<file path="src/rtl/md_pkg.sv">
package md_pkg;

    typedef enum logic [2:0] {
        MD_MULS  = 3'd0,
        MD_MULU  = 3'd1,
        MD_DIVS  = 3'd2,
        MD_DIVU  = 3'd3,
        MD_SETHI = 3'd4,
        MD_SETLO = 3'd5
    } md_op_e;

    typedef enum logic {
        K_MUL = 1'b0,
        K_DIV = 1'b1
    } md_kind_e;

    // Job descriptor latched at issue and held for the whole run
    typedef struct packed {
        md_kind_e kind;
        logic     neg_lo;    // negate low result (product or quotient)
        logic     neg_hi;    // negate remainder (div only)
        logic     zero_div;  // divisor was zero: suppress write-back
    } md_job_t;

    function automatic logic op_is_arith(input logic [2:0] code);
        return code[2] == 1'b0;
    endfunction

    function automatic logic op_is_div(input logic [2:0] code);
        return (code == MD_DIVS) || (code == MD_DIVU);
    endfunction

    function automatic logic op_is_signed(input logic [2:0] code);
        return (code == MD_MULS) || (code == MD_DIVS);
    endfunction

endpackage

</file>
<file path="src/rtl/md_seq.sv">
module md_seq
    import md_pkg::*;
#(
    parameter int ITER = 32
) (
    input  logic    clk,
    input  logic    rst,
    input  logic    go,
    input  md_job_t job_in,
    output logic    busy,
    output logic    last,
    output md_job_t job
);
    localparam int CW = (ITER > 1) ? $clog2(ITER) : 1;
    localparam logic [CW-1:0] CNT_END = CW'(ITER - 1);

    logic          busy_q;
    logic [CW-1:0] cnt_q;
    md_job_t       job_q;

    always_ff @(posedge clk) begin
        if (rst) begin
            busy_q <= 1'b0;
            cnt_q  <= '0;
            job_q  <= '0;
        end else if (go && !busy_q) begin
            busy_q <= 1'b1;
            cnt_q  <= '0;
            job_q  <= job_in;
        end else if (busy_q) begin
            if (cnt_q == CNT_END) begin
                busy_q <= 1'b0;
                cnt_q  <= '0;
            end else begin
                cnt_q <= cnt_q + 1'b1;
            end
        end
    end

    assign busy = busy_q;
    assign last = busy_q && (cnt_q == CNT_END);
    assign job  = job_q;

    // an accepted start raises busy with a fresh count
    p_go_raises_busy_r8: assert property (@(posedge clk) disable iff (rst)
        (go && !busy_q) |=> (busy_q && cnt_q == '0));

    // busy persists until the final iteration, then drops
    p_busy_run_r8: assert property (@(posedge clk) disable iff (rst)
        (busy_q && cnt_q != CNT_END) |=> busy_q);

    p_busy_end_r8: assert property (@(posedge clk) disable iff (rst)
        (busy_q && cnt_q == CNT_END && !go) |=> !busy_q);

endmodule

</file>
<file path="src/rtl/md_mul_core.sv">
module md_mul_core #(
    parameter int W = 32
) (
    input  logic           clk,
    input  logic           rst,
    input  logic           load,
    input  logic           step,
    input  logic [W-1:0]   mcand_in,
    input  logic [W-1:0]   mplier_in,
    output logic [2*W-1:0] prod_next
);
    logic [W-1:0]   mcand_q;
    logic [2*W-1:0] acc_q;
    logic [W:0]     upper;
    logic [2*W-1:0] acc_n;

    // One shift-add iteration: add multiplicand into the upper half when the
    // current multiplier bit is set, then shift the whole accumulator right.
    always_comb begin
        upper = {1'b0, acc_q[2*W-1:W]} + (acc_q[0] ? {1'b0, mcand_q} : '0);
        acc_n = {upper, acc_q[W-1:1]};
    end

    always_ff @(posedge clk) begin
        if (rst) begin
            mcand_q <= '0;
            acc_q   <= '0;
        end else if (load) begin
            mcand_q <= mcand_in;
            acc_q   <= {{W{1'b0}}, mplier_in};
        end else if (step) begin
            acc_q <= acc_n;
        end
    end

    assign prod_next = acc_n;

    // multiplicand is frozen during iteration
    p_mcand_hold_r2: assert property (@(posedge clk) disable iff (rst)
        (step && !load) |=> $stable(mcand_q));

endmodule

</file>
<file path="src/rtl/md_div_core.sv">
module md_div_core #(
    parameter int W = 32
) (
    input  logic         clk,
    input  logic         rst,
    input  logic         load,
    input  logic         step,
    input  logic [W-1:0] dividend_in,
    input  logic [W-1:0] divisor_in,
    output logic [W-1:0] quo_next,
    output logic [W-1:0] rem_next
);
    logic [W-1:0] rem_q;
    logic [W-1:0] quo_q;
    logic [W-1:0] dvs_q;
    logic [W:0]   shifted;
    logic [W:0]   diff;
    logic         fits;

    // Restoring step: bring down the next dividend bit, trial-subtract,
    // keep the difference only when it did not go negative.
    always_comb begin
        shifted  = {rem_q, quo_q[W-1]};
        diff     = shifted - {1'b0, dvs_q};
        fits     = !diff[W];
        rem_next = fits ? diff[W-1:0] : shifted[W-1:0];
        quo_next = {quo_q[W-2:0], fits};
    end

    always_ff @(posedge clk) begin
        if (rst) begin
            rem_q <= '0;
            quo_q <= '0;
            dvs_q <= '0;
        end else if (load) begin
            rem_q <= '0;
            quo_q <= dividend_in;
            dvs_q <= divisor_in;
        end else if (step) begin
            rem_q <= rem_next;
            quo_q <= quo_next;
        end
    end

    // the partial remainder never reaches the divisor
    p_rem_below_divisor_r4: assert property (@(posedge clk) disable iff (rst)
        (step && !load && dvs_q != '0) |=> (rem_q < dvs_q));

endmodule

</file>
<file path="src/rtl/md_unit.sv">
module md_unit
    import md_pkg::*;
#(
    parameter int XLEN = 32
) (
    input  logic            clk,
    input  logic            rst,
    input  logic            start,
    input  logic [2:0]      op,
    input  logic [XLEN-1:0] opa,
    input  logic [XLEN-1:0] opb,
    output logic [XLEN-1:0] hi,
    output logic [XLEN-1:0] lo,
    output logic            busy
);
    localparam int ITER = XLEN;
    localparam int PW   = 2 * XLEN;

    logic            busy_w;
    logic            last_w;
    logic            accept;
    logic            go_arith;
    logic            sgn;
    logic            a_neg;
    logic            b_neg;
    logic [XLEN-1:0] mag_a;
    logic [XLEN-1:0] mag_b;
    md_job_t         job_new;
    md_job_t         job_cur;

    logic [PW-1:0]   prod_raw;
    logic [PW-1:0]   prod_fix;
    logic [XLEN-1:0] quo_raw;
    logic [XLEN-1:0] rem_raw;
    logic [XLEN-1:0] quo_fix;
    logic [XLEN-1:0] rem_fix;

    logic [XLEN-1:0] hi_q;
    logic [XLEN-1:0] lo_q;

    // Issue decode and operand conditioning
    always_comb begin
        accept   = start && !busy_w;
        go_arith = accept && op_is_arith(op);
        sgn      = op_is_signed(op);
        a_neg    = sgn && opa[XLEN-1];
        b_neg    = sgn && opb[XLEN-1];
        mag_a    = a_neg ? (~opa + 1'b1) : opa;
        mag_b    = b_neg ? (~opb + 1'b1) : opb;
        job_new.kind     = op_is_div(op) ? K_DIV : K_MUL;
        job_new.neg_lo   = a_neg ^ b_neg;
        job_new.neg_hi   = op_is_div(op) ? a_neg : (a_neg ^ b_neg);
        job_new.zero_div = op_is_div(op) && (opb == '0);
    end

    md_seq #(.ITER(ITER)) u_seq (
        .clk    (clk),
        .rst    (rst),
        .go     (go_arith),
        .job_in (job_new),
        .busy   (busy_w),
        .last   (last_w),
        .job    (job_cur)
    );

    md_mul_core #(.W(XLEN)) u_mul (
        .clk       (clk),
        .rst       (rst),
        .load      (go_arith),
        .step      (busy_w),
        .mcand_in  (mag_a),
        .mplier_in (mag_b),
        .prod_next (prod_raw)
    );

    md_div_core #(.W(XLEN)) u_div (
        .clk         (clk),
        .rst         (rst),
        .load        (go_arith),
        .step        (busy_w),
        .dividend_in (mag_a),
        .divisor_in  (mag_b),
        .quo_next    (quo_raw),
        .rem_next    (rem_raw)
    );

    // Sign restoration on the final iteration's result
    always_comb begin
        prod_fix = job_cur.neg_lo ? (~prod_raw + 1'b1) : prod_raw;
        quo_fix  = job_cur.neg_lo ? (~quo_raw + 1'b1)  : quo_raw;
        rem_fix  = job_cur.neg_hi ? (~rem_raw + 1'b1)  : rem_raw;
    end

    always_ff @(posedge clk) begin
        if (rst) begin
            hi_q <= '0;
            lo_q <= '0;
        end else if (accept && op == MD_SETHI) begin
            hi_q <= opa;
        end else if (accept && op == MD_SETLO) begin
            lo_q <= opa;
        end else if (last_w && !job_cur.zero_div) begin
            if (job_cur.kind == K_DIV) begin
                hi_q <= rem_fix;
                lo_q <= quo_fix;
            end else begin
                hi_q <= prod_fix[PW-1:XLEN];
                lo_q <= prod_fix[XLEN-1:0];
            end
        end
    end

    assign hi   = hi_q;
    assign lo   = lo_q;
    assign busy = busy_w;

    // result registers frozen until the last iteration
    p_hold_while_busy_r9: assert property (@(posedge clk) disable iff (rst)
        (busy_w && !last_w) |=> ($stable(hi_q) && $stable(lo_q)));

    // zero-divisor run ends without touching HI/LO
    p_zero_div_hold_r6: assert property (@(posedge clk) disable iff (rst)
        (last_w && job_cur.zero_div) |=> ($stable(hi_q) && $stable(lo_q)));

    // moves land in one register only and never raise busy
    p_set_hi_r7: assert property (@(posedge clk) disable iff (rst)
        (start && !busy_w && op == MD_SETHI) |=>
        (hi_q == $past(opa) && $stable(lo_q) && !busy_w));

    p_set_lo_r7: assert property (@(posedge clk) disable iff (rst)
        (start && !busy_w && op == MD_SETLO) |=>
        (lo_q == $past(opa) && $stable(hi_q) && !busy_w));

    // unused codes leave everything idle
    p_unused_code_r11: assert property (@(posedge clk) disable iff (rst)
        (start && !busy_w && op[2:1] == 2'b11) |=>
        ($stable(hi_q) && $stable(lo_q) && !busy_w));

endmodule

</file>
<file path="config.mk">
export PLATFORM = sky130hd
export DESIGN_NAME = md_unit
export DESIGN_NICKNAME = d
export VERILOG_FILES = /design/src/rtl/md_pkg.sv /design/src/rtl/md_seq.sv /design/src/rtl/md_mul_core.sv /design/src/rtl/md_div_core.sv /design/src/rtl/md_unit.sv
export SDC_FILE = /design/constraint.sdc
export NUM_CORES = 1
export LEC_CHECK = 0
export BUFFER_PORTS_ARGS = -buffer_cell sky130_fd_sc_hd__buf_4
export CAP_MARGIN = 20
export CORE_MARGIN = 3
export CORE_UTILIZATION = 35
export CTS_CLUSTER_DIAMETER = 30
export DETAILED_ROUTE_END_ITERATION = 8
export PLACE_DENSITY_LB_ADDON = 0.25
export REMOVE_ABC_BUFFERS = 1
export SLEW_MARGIN = 10
export SYNTH_ARGS = -nofsm -noshare
export SYNTH_HDL_FRONTEND = slang
export SYNTH_HIERARCHICAL = 1
export SYNTH_SLANG_ARGS = --single-unit
</file>
<file path="constraint.sdc">
create_clock -name clk -period 8.45 [get_ports clk]
set_input_delay 0.845 -clock clk [delete_from_list [all_inputs] [get_ports clk]]
set_output_delay 0.845 -clock clk [all_outputs]
set_load 0.005 [all_outputs]
</file>
==> results of run 1 <==
logic make-up (layout without fill, tap and decap cells):
group | Yosys count | after routing
AOI/OAI and AO/OA | 684 | 684
xor gates and xnor gates | 214 | 214
adders and majority gates | 73 | 73
buffers and inverters | 303 | 385
DFF | 266 | 266
muxes | 184 | 184
and+or+nand+nor | 914 | 914
routing by layer:
metal	track usage, %	part of all wire [%]	vias up
met3	4.34	6.8	187
met5	0	0	-
met1	32.0	44	9686
li1	-	-	9533
met4	11.2	4.6	0
met2	38.6	45	822
worst min path at each step:
stage	from	end	slack [ns]	cells after the start
after floorplan	u_mul/acc_q[54]$_SDFFE_PP0P_	u_mul/acc_q[54]$_SDFFE_PP0P_	0.43	2
after global placement	u_mul/acc_q[54]$_SDFFE_PP0P_	u_mul/acc_q[54]$_SDFFE_PP0P_	0.46	2
after detailed placement	lo[26]$_SDFFE_PP0P_	lo[26]$_SDFFE_PP0P_	0.46	2
after CTS	lo[26]$_SDFFE_PP0P_	lo[26]$_SDFFE_PP0P_	0.47	2
after global routing	u_mul/acc_q[51]$_SDFFE_PP0P_	u_mul/acc_q[51]$_SDFFE_PP0P_	0.49	1
final	u_mul/acc_q[55]$_SDFFE_PP0P_	u_mul/acc_q[55]$_SDFFE_PP0P_	0.48	1
layout by cell type, fill, tap and decap left out, types with 72 or more instances in the layout:
| cell | Yosys | layout |
|---|---|---|
| xor2_1 | 112 | 112 |
| mux2i_1 | 162 | 161 |
| buf_4 | 66 | 162 |
| xnor2_1 | 102 | 102 |
| nand2_1 | 156 | 156 |
| a21oi_1 | 223 | 223 |
| dfxtp_1 | 266 | 263 |
| nor3_1 | 73 | 72 |
| clkbuf_16 | 0 | 80 |
| nor2_1 | 373 | 371 |
| o21ai_0 | 97 | 97 |
layout make-up:
type                       count  area share, %
timing repair buffer         165           5.26
sequential                   266           22.0
tap                          756           3.91
multi-input combinational   2069           56.5
clock buffer                  98           8.83
clock inverter                49           2.32
inverter                      73           1.14
sequential cells by signal, summed over array words and instances, names as in the netlist:
name           flops
u_div/dvs_q       32
u_seq/busy         1
hi                32
lo                32
u_mul/mcand_q     32
u_seq/cnt_q        5
u_div/quo_q       32
u_mul/acc_q       64
u_seq/job          4
u_div/rem_q       32
critical path: cells and delay by family, from the launching register on:
kind	cells	cell delay [ns]
AO/OA/AOI/OAI	7	1.56
XOR/XNOR	1	0.11
adder cells (fa/ha/maj)	2	0.62
buffers and inverters	2	0.56
flip-flops	1	0.36
multiplexers	1	0.49
AND/OR/NAND/NOR	5	1.90
report_power, final:
part	internal, µW	switching (µW)	total [µW]
Sequential	1320	80.9	1400
Clock	2070	911	2980
Combinational	506	927	1430
Total	3890	1920	5810
per-stage QoR:
stage / cells / hold slack [ns]
global placement: 3328 / 0.458
CTS: 3475 / 0.474
finish: 3476 / 0.480
floorplan: 2408 / 0.432
detailed placement: 3328 / 0.459
global route: 3476 / 0.491
==> run metrics, run 1 <==
Syn Std Cell Area=0.0204 mm²; DRT Pass-1 Iters=6; Starting DRT DRC Count=around 1900; status=finished clean; max incr delay on CP=0.64 ns; CTS buffer count=80; Root Driver=clkbuf_16; drc violations=0; vias per cell=just under 6; Initial Util=35.8%; final hold viol count=0; mux share of post-synthesis cell area=around 9.2%; gr ovfl total=0; Synth top area share=26.1%; maximum root-to-sink buffer count=3; Compound-Gate Fraction of Synth Area=approximately 22%; number of gates resized after cts=0; period utilisation layout=between 60% and 70%; Global Route Usage Sum=24.3%; largest family of logic cells by synthesized area=compound AO/OA/AOI/OAI gates; number of distinct library cells after synthesis=approximately 110; Crit. End Element=flop; Arrival @ worst endpoint=6.21 ns; WL per Instance=22.2 µm; Slowest-stage cell, CP=nor4_1; Mean Syn Cell Area=7.75 µm²; Hold WC Path Type=reg -> reg; Worst EP required=8.90 ns; Post-CTS Setup Bufs=0; layout cells sized above 1=between 10% and 20%; worst setup margin=between 2 and 3 ns; Core ar.=0.0570 mm²; clk_skew=0.0154 ns; RD Place Congestion=1.00; Primary FF master, synth=dfxtp_1; DIE AREA=0.0613 mm²; Reg clk slew, reported paths=around 0.040 ns; Die W=approximately 250 µm; r2r setup slk=2.70 ns; ys async rst share=0%; # IOs=135; Register Area=0.00533 mm²; initial antenna violation count=0; Post-synth EDFFs=0; Clk Latency, worst-skew pair=0.60 ns; P&R area growth vs syn=18.5%; Port Buf Inserts=134; Synth Area in Adders=4.54%; vias in the first global route=19300; top-count cell post-synth=nor2_1; nets@finish=2798; post-layout util=42.5%; max frequency=0.174 GHz; Sink Count=266; relative slew slack=around a quarter; Cell Pwr Density=between 200 and 250 mW/mm²; crit-path max FO=67; register area share after synthesis=26.1%; RR Endpoint=hi[30]$_SDFFE_PP0P_; Tmin final=5.75 ns; Rows=87; placement-stage cell area=roughly 0.021 mm²; ANT cells=0; Critical Path Start Type=flop; Antenna Violating Nets Remaining=0; synth warn=6; Synth area leaders=dfxtp_1 26%, mux2i_1 7.9%, nor2_1 6.9%; area of the multi-input gates=0.0137 mm²; post-synthesis simple-gate area fraction=21.7%; crit path launch=u_div/quo_q[31]$_SDFFE_PP0P_; list of most frequent post-synthesis cells=373 x nor2_1, 266 x dfxtp_1, 223 x a21oi_1; total power=5810 µW; Setup crit end=hi[30]$_SDFFE_PP0P_; largest area contributor in the netlist=dfxtp_1; WS Path Type=reg -> reg; Routed WL=77000 µm; Slew Viols, Final=0; Vias=20200; post-synthesis xor/xnor area fraction=a little under a tenth; H-tree depth=3; Max-Cap Viols=0; Max IR drop VDD=0.140 mV; Reg-to-Reg Start=u_div/quo_q[31]$_SDFFE_PP0P_; fin area=0.0242 mm²; largest net degree at the start of global routing=129; Worst-Margin Slew=between 1 and 1.5 ns; FF+latch count, synth=around 270; RSZ-0062 raised after global routing=no; Pleak=0.00972 µW; hold buffer count at cts=0; # setup viols final=0; TritonCTS clock tree=yes; Placement Setup Slack=2.73 ns; Die Y=248 µm; Post-DP HPWL=~57000 µm; setup_tns=0 ns; worst r2r path cells=18; Post-Synthesis Cells=2638; worst path cell trace=inv_1 > ha_1 > fa_1 > nand2b_1 > a21oi_2 > o21a_1 > a21oi_2 > o21a_1 > or3_1 > and3_4 > inv_4 > mux2_1 > nor4_1 > nand4_1 > o31ai_1 > xnor2_1 > a221oi_1 > a21oi_1; Filler cells=5784; first-pass GRT wire length=approximately 120000 µm
No activity file was read; power rests on OpenSTA's default activity.
==> inputs of run 2 (changes only) <==
==> constraint.sdc (replaced) <==
create_clock -name clk -period 4.7 [get_ports clk]
set_input_delay 0.47 -clock clk [delete_from_list [all_inputs] [get_ports clk]]
set_output_delay 0.47 -clock clk [all_outputs]
set_load 0.005 [all_outputs]
==> run metrics, run 2 (synthesized netlist as in run 1, its figures left out) <==
status=finished clean; Reg power frac=21.1%; P_int=8270 µW; Worst-Margin Slew=0.979 ns; final hold viol count=0; Net Sw Frac=between 30 and 40%; TritonCTS clock tree=yes; WL per Instance=21.9 µm; met2 Use GR=39.9%; Min Hold Slack=0.150 ns; ANT cells=0; layout cells sized above 1=between 10% and 20%; relative slew slack=a little over a third; combinational fraction of design power=26.5%; max frequency=between 0.2 and 0.25 GHz; grt met1 use=about a third; Post-DP HPWL=approximately 60000 µm; Sink Count=266; first-pass GRT wire length=between 100000 and 150000 µm; Slew Viols, Final=0; Tmin final=4.57 ns; area of the multi-input gates=0.0139 mm²; Root Driver=clkbuf_16; Rows=87; Pleak=0.0106 µW; Core ar.=0.0570 mm²; Hold WC Path Type=in -> reg; initial antenna violation count=0; Clk Latency, worst-skew pair=around 0.61 ns; vias per cell=5.78; max reg flops=64; Placement Setup Slack=-0.160 ns; Register Area=between 0.005 and 0.006 mm²; Psw=3630 µW; met3 Resource Use GR=under 10%; CTS buffer count=86; Global Route Usage Sum=24.8%; clk_skew=between 0.02 and 0.03 ns; Port Buf Inserts=between 100 and 150; gr ovfl total=0; Die W=248 µm; DIE AREA=between 0.06 and 0.07 mm²; crit-path max FO=5; Routed WL=79000 µm; Top reg by flops=u_mul/acc_q; period utilisation layout=97.2%; Max IR drop VDD=between 0.2 and 0.3 mV; largest net degree at the start of global routing=86; nets@finish=2930; Starting DRT DRC Count=roughly 2100; Reg clk slew, reported paths=0.04 ns; Antenna Violating Nets Remaining=0; RD Place Congestion=0.955; most frequent cells in the layout=371 x nor2_1, 285 x buf_4, 260 x dfxtp_1; Die Y=248 µm; Initial Util=35.8%; GR peak layer=met2; Filler cells=5643; Worst EP required=around 5.2 ns; vias in the first global route=19800; H-tree depth=3; # setup viols final=0; Critical Path Start Type=flop; P&R area growth vs syn=26.4%; clock share of power=52.4%; worst setup margin=0.132 ns; # IOs=135; Vias=20900; Arrival @ worst endpoint=a little over 5 ns; Max-Cap Viols=0; post-layout util=45.3%; drc violations=0; DRT Pass-1 Iters=6; Crit. End Element=flop; WS Path Type=reg -> reg; hold buffer count at cts=0; maximum root-to-sink buffer count=3; Cell Pwr Density=about 460 mW/mm²; most common cell after layout, fill and taps aside=nor2_1
-- run 2: cell types whose count changed in the layout (fill, tap and decap cells not counted), sizes merged --
cell / previous run / this run
clkinv: 33 / 16
bufinv: 9 / 17
buf: 165 / 291
clkinvlp: 5 / 3
clkbuf: 98 / 118
inv: 75 / 74
-- run 2: routing by layer --
layer  part of all wire (%)  up-vias  wire, µm
li1                       -     9795         -
met1                     43    10000     34100
met2                     46      850     36000
met3                    6.7      206      5320
met4                    4.5        0      3550
met5                      0        -         0
-- run 2: power groups by stage --
stage	sequential, µW	combinational [µW]	clock, µW
finish	2510	3150	6230
global route	2520	3400	6440
CTS	2500	3000	6320
detailed placement	2540	2890	0
global placement	2540	2860	0
floorplan	2510	1810	0
-- run 2: critical path, stage by stage (launching register included) --
cell and delay (ns):
dfxtp_2 0.32, inv_2 0.04, ha_4 0.16, fa_2 0.39
nand2b_4 0.16, a21oi_4 0.13, o21a_1 0.21, a21oi_2 0.08
o21a_1 0.18, or3_1 0.31, and3_4 0.18, inv_6 0.08
mux2_4 0.30, or4_4 0.48, or4_4 0.54, nor4_4 0.25
mux2i_1 0.22, a211oi_1 0.09, a211o_1 0.30
-- run 2: path summary, 6_finish.rpt --
path / from / to / slack, ns / depth (start not counted)
setup / recovery: u_div/quo_q[31]$_SDFFE_PP0P_ / hi[31]$_SDFFE_PP0P_ / 0.13 / 18
setup reg to reg: u_div/quo_q[31]$_SDFFE_PP0P_ / hi[31]$_SDFFE_PP0P_ / 0.13 / 18
hold / removal: opb[0] / u_div/dvs_q[0]$_SDFFE_PP0P_ / 0.15 / 3
hold reg to reg: u_mul/acc_q[54]$_SDFFE_PP0P_ / u_mul/acc_q[54]$_SDFFE_PP0P_ / 0.47 / 2
-- run 2: per-stage QoR --
| step | cell area, µm² | setup TNS, ns | std cells | total power [µW] |
|---|---|---|---|---|
| final | 25800 | 0 | 3610 | 11900 |
| after global placement | 22400 | -0.239 | 3449 | 5400 |
| after global routing | 25800 | -0.0176 | 3610 | 12400 |
| after detailed placement | 22400 | -0.483 | 3449 | 5430 |
| after floorplan | 19300 | -2823.68 | 2408 | 4320 |
| after CTS | 25600 | 0 | 3606 | 11800 |
-- run 2: timing repair --
| action | in CTS | in global routing |
|---|---|---|
| buffers inserted | 2 | 4 |
| setup endpoints to repair | 9 | 25 |
| pin swaps | 4 | 22 |
| resized for setup | 13 | 38 |
-- run 2: layout make-up --
| cell class | instances | share of cell area [%] |
|---|---|---|
| multi-input combinational | 2069 | 53.8 |
| sequential | 266 | 20.7 |
| clock buffer | 118 | 9.67 |
| timing repair buffer | 291 | 8.63 |
| tap | 756 | 3.66 |
| clock inverter | 37 | 2.47 |
| inverter | 73 | 1.08 |
==> inputs of run 3 (changes only) <==
--- a/config.mk
+++ b/config.mk
@@ -12,9 +12,7 @@
 export CTS_CLUSTER_DIAMETER = 30
 export DETAILED_ROUTE_END_ITERATION = 8
 export PLACE_DENSITY_LB_ADDON = 0.25
-export REMOVE_ABC_BUFFERS = 1
 export SLEW_MARGIN = 10
 export SYNTH_ARGS = -nofsm -noshare
 export SYNTH_HDL_FRONTEND = slang
-export SYNTH_HIERARCHICAL = 1
 export SYNTH_SLANG_ARGS = --single-unit
==> run metrics, run 3 <==
period utilisation layout=102%; TritonCTS clock tree=yes; layout cells sized above 1=a little under a fifth; most common cell after layout, fill and taps aside=buf_4; ANT cells=0; first-pass GRT wire length=127000 µm; most frequent cells in the layout=287 x buf_4, 261 x dfxtp_1, 251 x nor2_1; Crit. End Element=flop; setup_tns=-0.358 ns; Critical path buffers and inverters=3; Reg-to-Reg Start=u_div.quo_q[31]$_SDFFE_PP0P_; Routed WL=85600 µm; Synth area leaders=dfxtp_1 27%, a21oi_1 6.1%, mux2i_1 5.0%; list of most frequent post-synthesis cells=266 x dfxtp_1, 252 x nor2_1, 245 x a21oi_1; Worst EP required=5.23 ns; Synth top area share=a little over a quarter; worst path cell trace=inv_2 > ha_4 > inv_2 > fa_2 > a211o_1 > and3_4 > o21bai_4 > a21oi_4 > a221o_1 > a21oi_4 > mux2i_2 > ha_2 > nand2_1 > a221o_1 > a31oi_4 > o2111ai_4 > buf_4 > nor3_2 > nand3b_1 > a221oi_4 > mux2i_1 > nor2_1 > a21oi_1; Global Route Usage Sum=27.6%; synth warn=0; r2r setup slk=-0.1 ns; CTS buffer count=80; Core ar.=0.0557 mm²; ys async rst share=0%; Critical Path Start Type=flop; max frequency=~0.21 GHz; # setup viols final=5; worst hold stages=3; WL per Instance=23.8 µm; post-layout util=45.7%; number of distinct library cells after synthesis=slightly below 100; drc violations=0; gr ovfl total=0; Sink Count=266; RSZ-0062 raised after global routing=yes; hold path endpoint=u_seq.job[3]$_SDFFE_PP0P_; Starting DRT DRC Count=2102; Max-Cap Viols=0; Min-Delay Startpoint=op[1]; Slowest-stage cell, CP=a221o_1; maximum root-to-sink buffer count=3; RD Place Congestion=0.974; DIE AREA=0.0600 mm²; vias per cell=between 5 and 6; Pleak=0.00996 µW; Cell Pwr Density=around 430 mW/mm²; Rows=86; syn nets=2727; placement-stage cell area=between 0.02 and 0.025 mm²; failing checks=setup timing; Mean Syn Cell Area=7.73 µm²; status=finished with violations; FF+latch count, synth=266; Worst-Margin Slew=1.11 ns; initial antenna violation count=7; Primary FF master, synth=dfxtp_1; Post-synth EDFFs=0; Reg clk slew, reported paths=0.04 ns; Arrival @ worst endpoint=5.33 ns; Die W=roughly 240 µm; Die Y=245 µm; worst r2r path cells=23; H-tree depth=3; nets@finish=2935; Min Hold Slack=0.182 ns; WS Path Type=reg -> reg; register area share after synthesis=between 20% and 30%; largest net degree at the start of global routing=89; P&R area growth vs syn=27.5%; largest area contributor in the netlist=dfxtp_1; crit-path max FO=4; relative slew slack=approximately a quarter; Slew Viols, Final=0; max reg flops=64; top-count cell post-synth=dfxtp_1; CP top delay family=compound AO/OA/AOI/OAI gates; Placement Setup Slack=-0.341 ns; Tmin final=4.80 ns; Hold WC Path Type=in -> reg; DRT Pass-1 Iters=6; Initial Util=35.8%; Syn Std Cell Area=about 0.020 mm²; Post-DP HPWL=64800 µm; fin area=~0.025 mm²; Top reg by flops=u_mul.acc_q; final hold viol count=0; worst setup margin=-0.0991 ns; max incr delay on CP=0.35 ns; Post-Synthesis Cells=between 2000 and 3000; RR Endpoint=hi[26]$_SDFFE_PP0P_; # IOs=between 100 and 150; vias in the first global route=20300; Root Driver=clkbuf_16; Clk Latency, worst-skew pair=0.61 ns; Port Buf Inserts=~130; Vias=21500; Antenna Violating Nets Remaining=0; clk_skew=0.0323 ns; Max IR drop VDD=0.292 mV
==> run 3: kinds of logic after synthesis <==
| kind of cell | Yosys count | share of synthesized area (%) |
|---|---|---|
| mux | 114 | 5.91 |
| flops | 266 | 26.7 |
| xor+xnor | 174 | 7.63 |
| buf+inv | 243 | 4.82 |
| fa+ha+maj | 73 | 4.65 |
| simple gates | 841 | 20.9 |
| compound gates | 873 | 29.4 |
==> run 3: timing repair <==
item                                    4_1_cts  5_1_grt
pin swaps                                    16       12
buffers inserted                              4        5
resized for setup                            10       23
endpoints found under the setup margin        9       16
hold buffers                                  0        0
==> run 3: power by group <==
part	leakage, µW	switching (µW)	internal, µW
clock network	0.00134	1640	3830
registers	0.00217	150	2390
logic	0.00644	1740	1100
total	0.00996	3530	7320
==> run 3: layer usage <==
metal	GRT usage (%)	vias to the layer above	routed length [µm]
met2	42.5	977	37400
met3	4.66	197	6540
li1	-	9963	-
met1	38.0	10400	37700
met5	0	-	22
met4	12.0	4	3850
==> run 3: worst max path at each step <==
stage	from	end	depth (start not counted)
finish	u_div.quo_q[31]$_SDFFE_PP0P_	hi[26]$_SDFFE_PP0P_	23
global route	u_div.quo_q[31]$_SDFFE_PP0P_	hi[16]$_SDFFE_PP0P_	24
CTS	u_div.quo_q[31]$_SDFFE_PP0P_	hi[16]$_SDFFE_PP0P_	23
detailed placement	u_div.quo_q[31]$_SDFFE_PP0P_	hi[28]$_SDFFE_PP0P_	24
global placement	u_div.quo_q[31]$_SDFFE_PP0P_	hi[28]$_SDFFE_PP0P_	24
floorplan	u_div.quo_q[31]$_SDFFE_PP0P_	hi[28]$_SDFFE_PP0P_	25
==> run 3: cell type report <==
type | instances | area [µm²]
tap | 748 | 936
sequential | 266 | 5330
fill | 5632 | 30300
inverter | 78 | 293
multi-input combinational | 2075 | 13900
clock inverter | 41 | 541
timing repair buffer | 291 | 2220
clock buffer | 102 | 2200
==> run 3: tightest hold or removal path, stage by stage <==
cell	delay [ns]
buf_4	0.16
nand2_1	0.06
a21oi_1	0.05
==> run 3: stage by stage <==
step / power, µW / instances
after floorplan: 4290 / 2584
after global placement: 5260 / 3448
after detailed placement: 5280 / 3448
after CTS: 10800 / 3595
after global routing: 11300 / 3601
final: 10900 / 3601
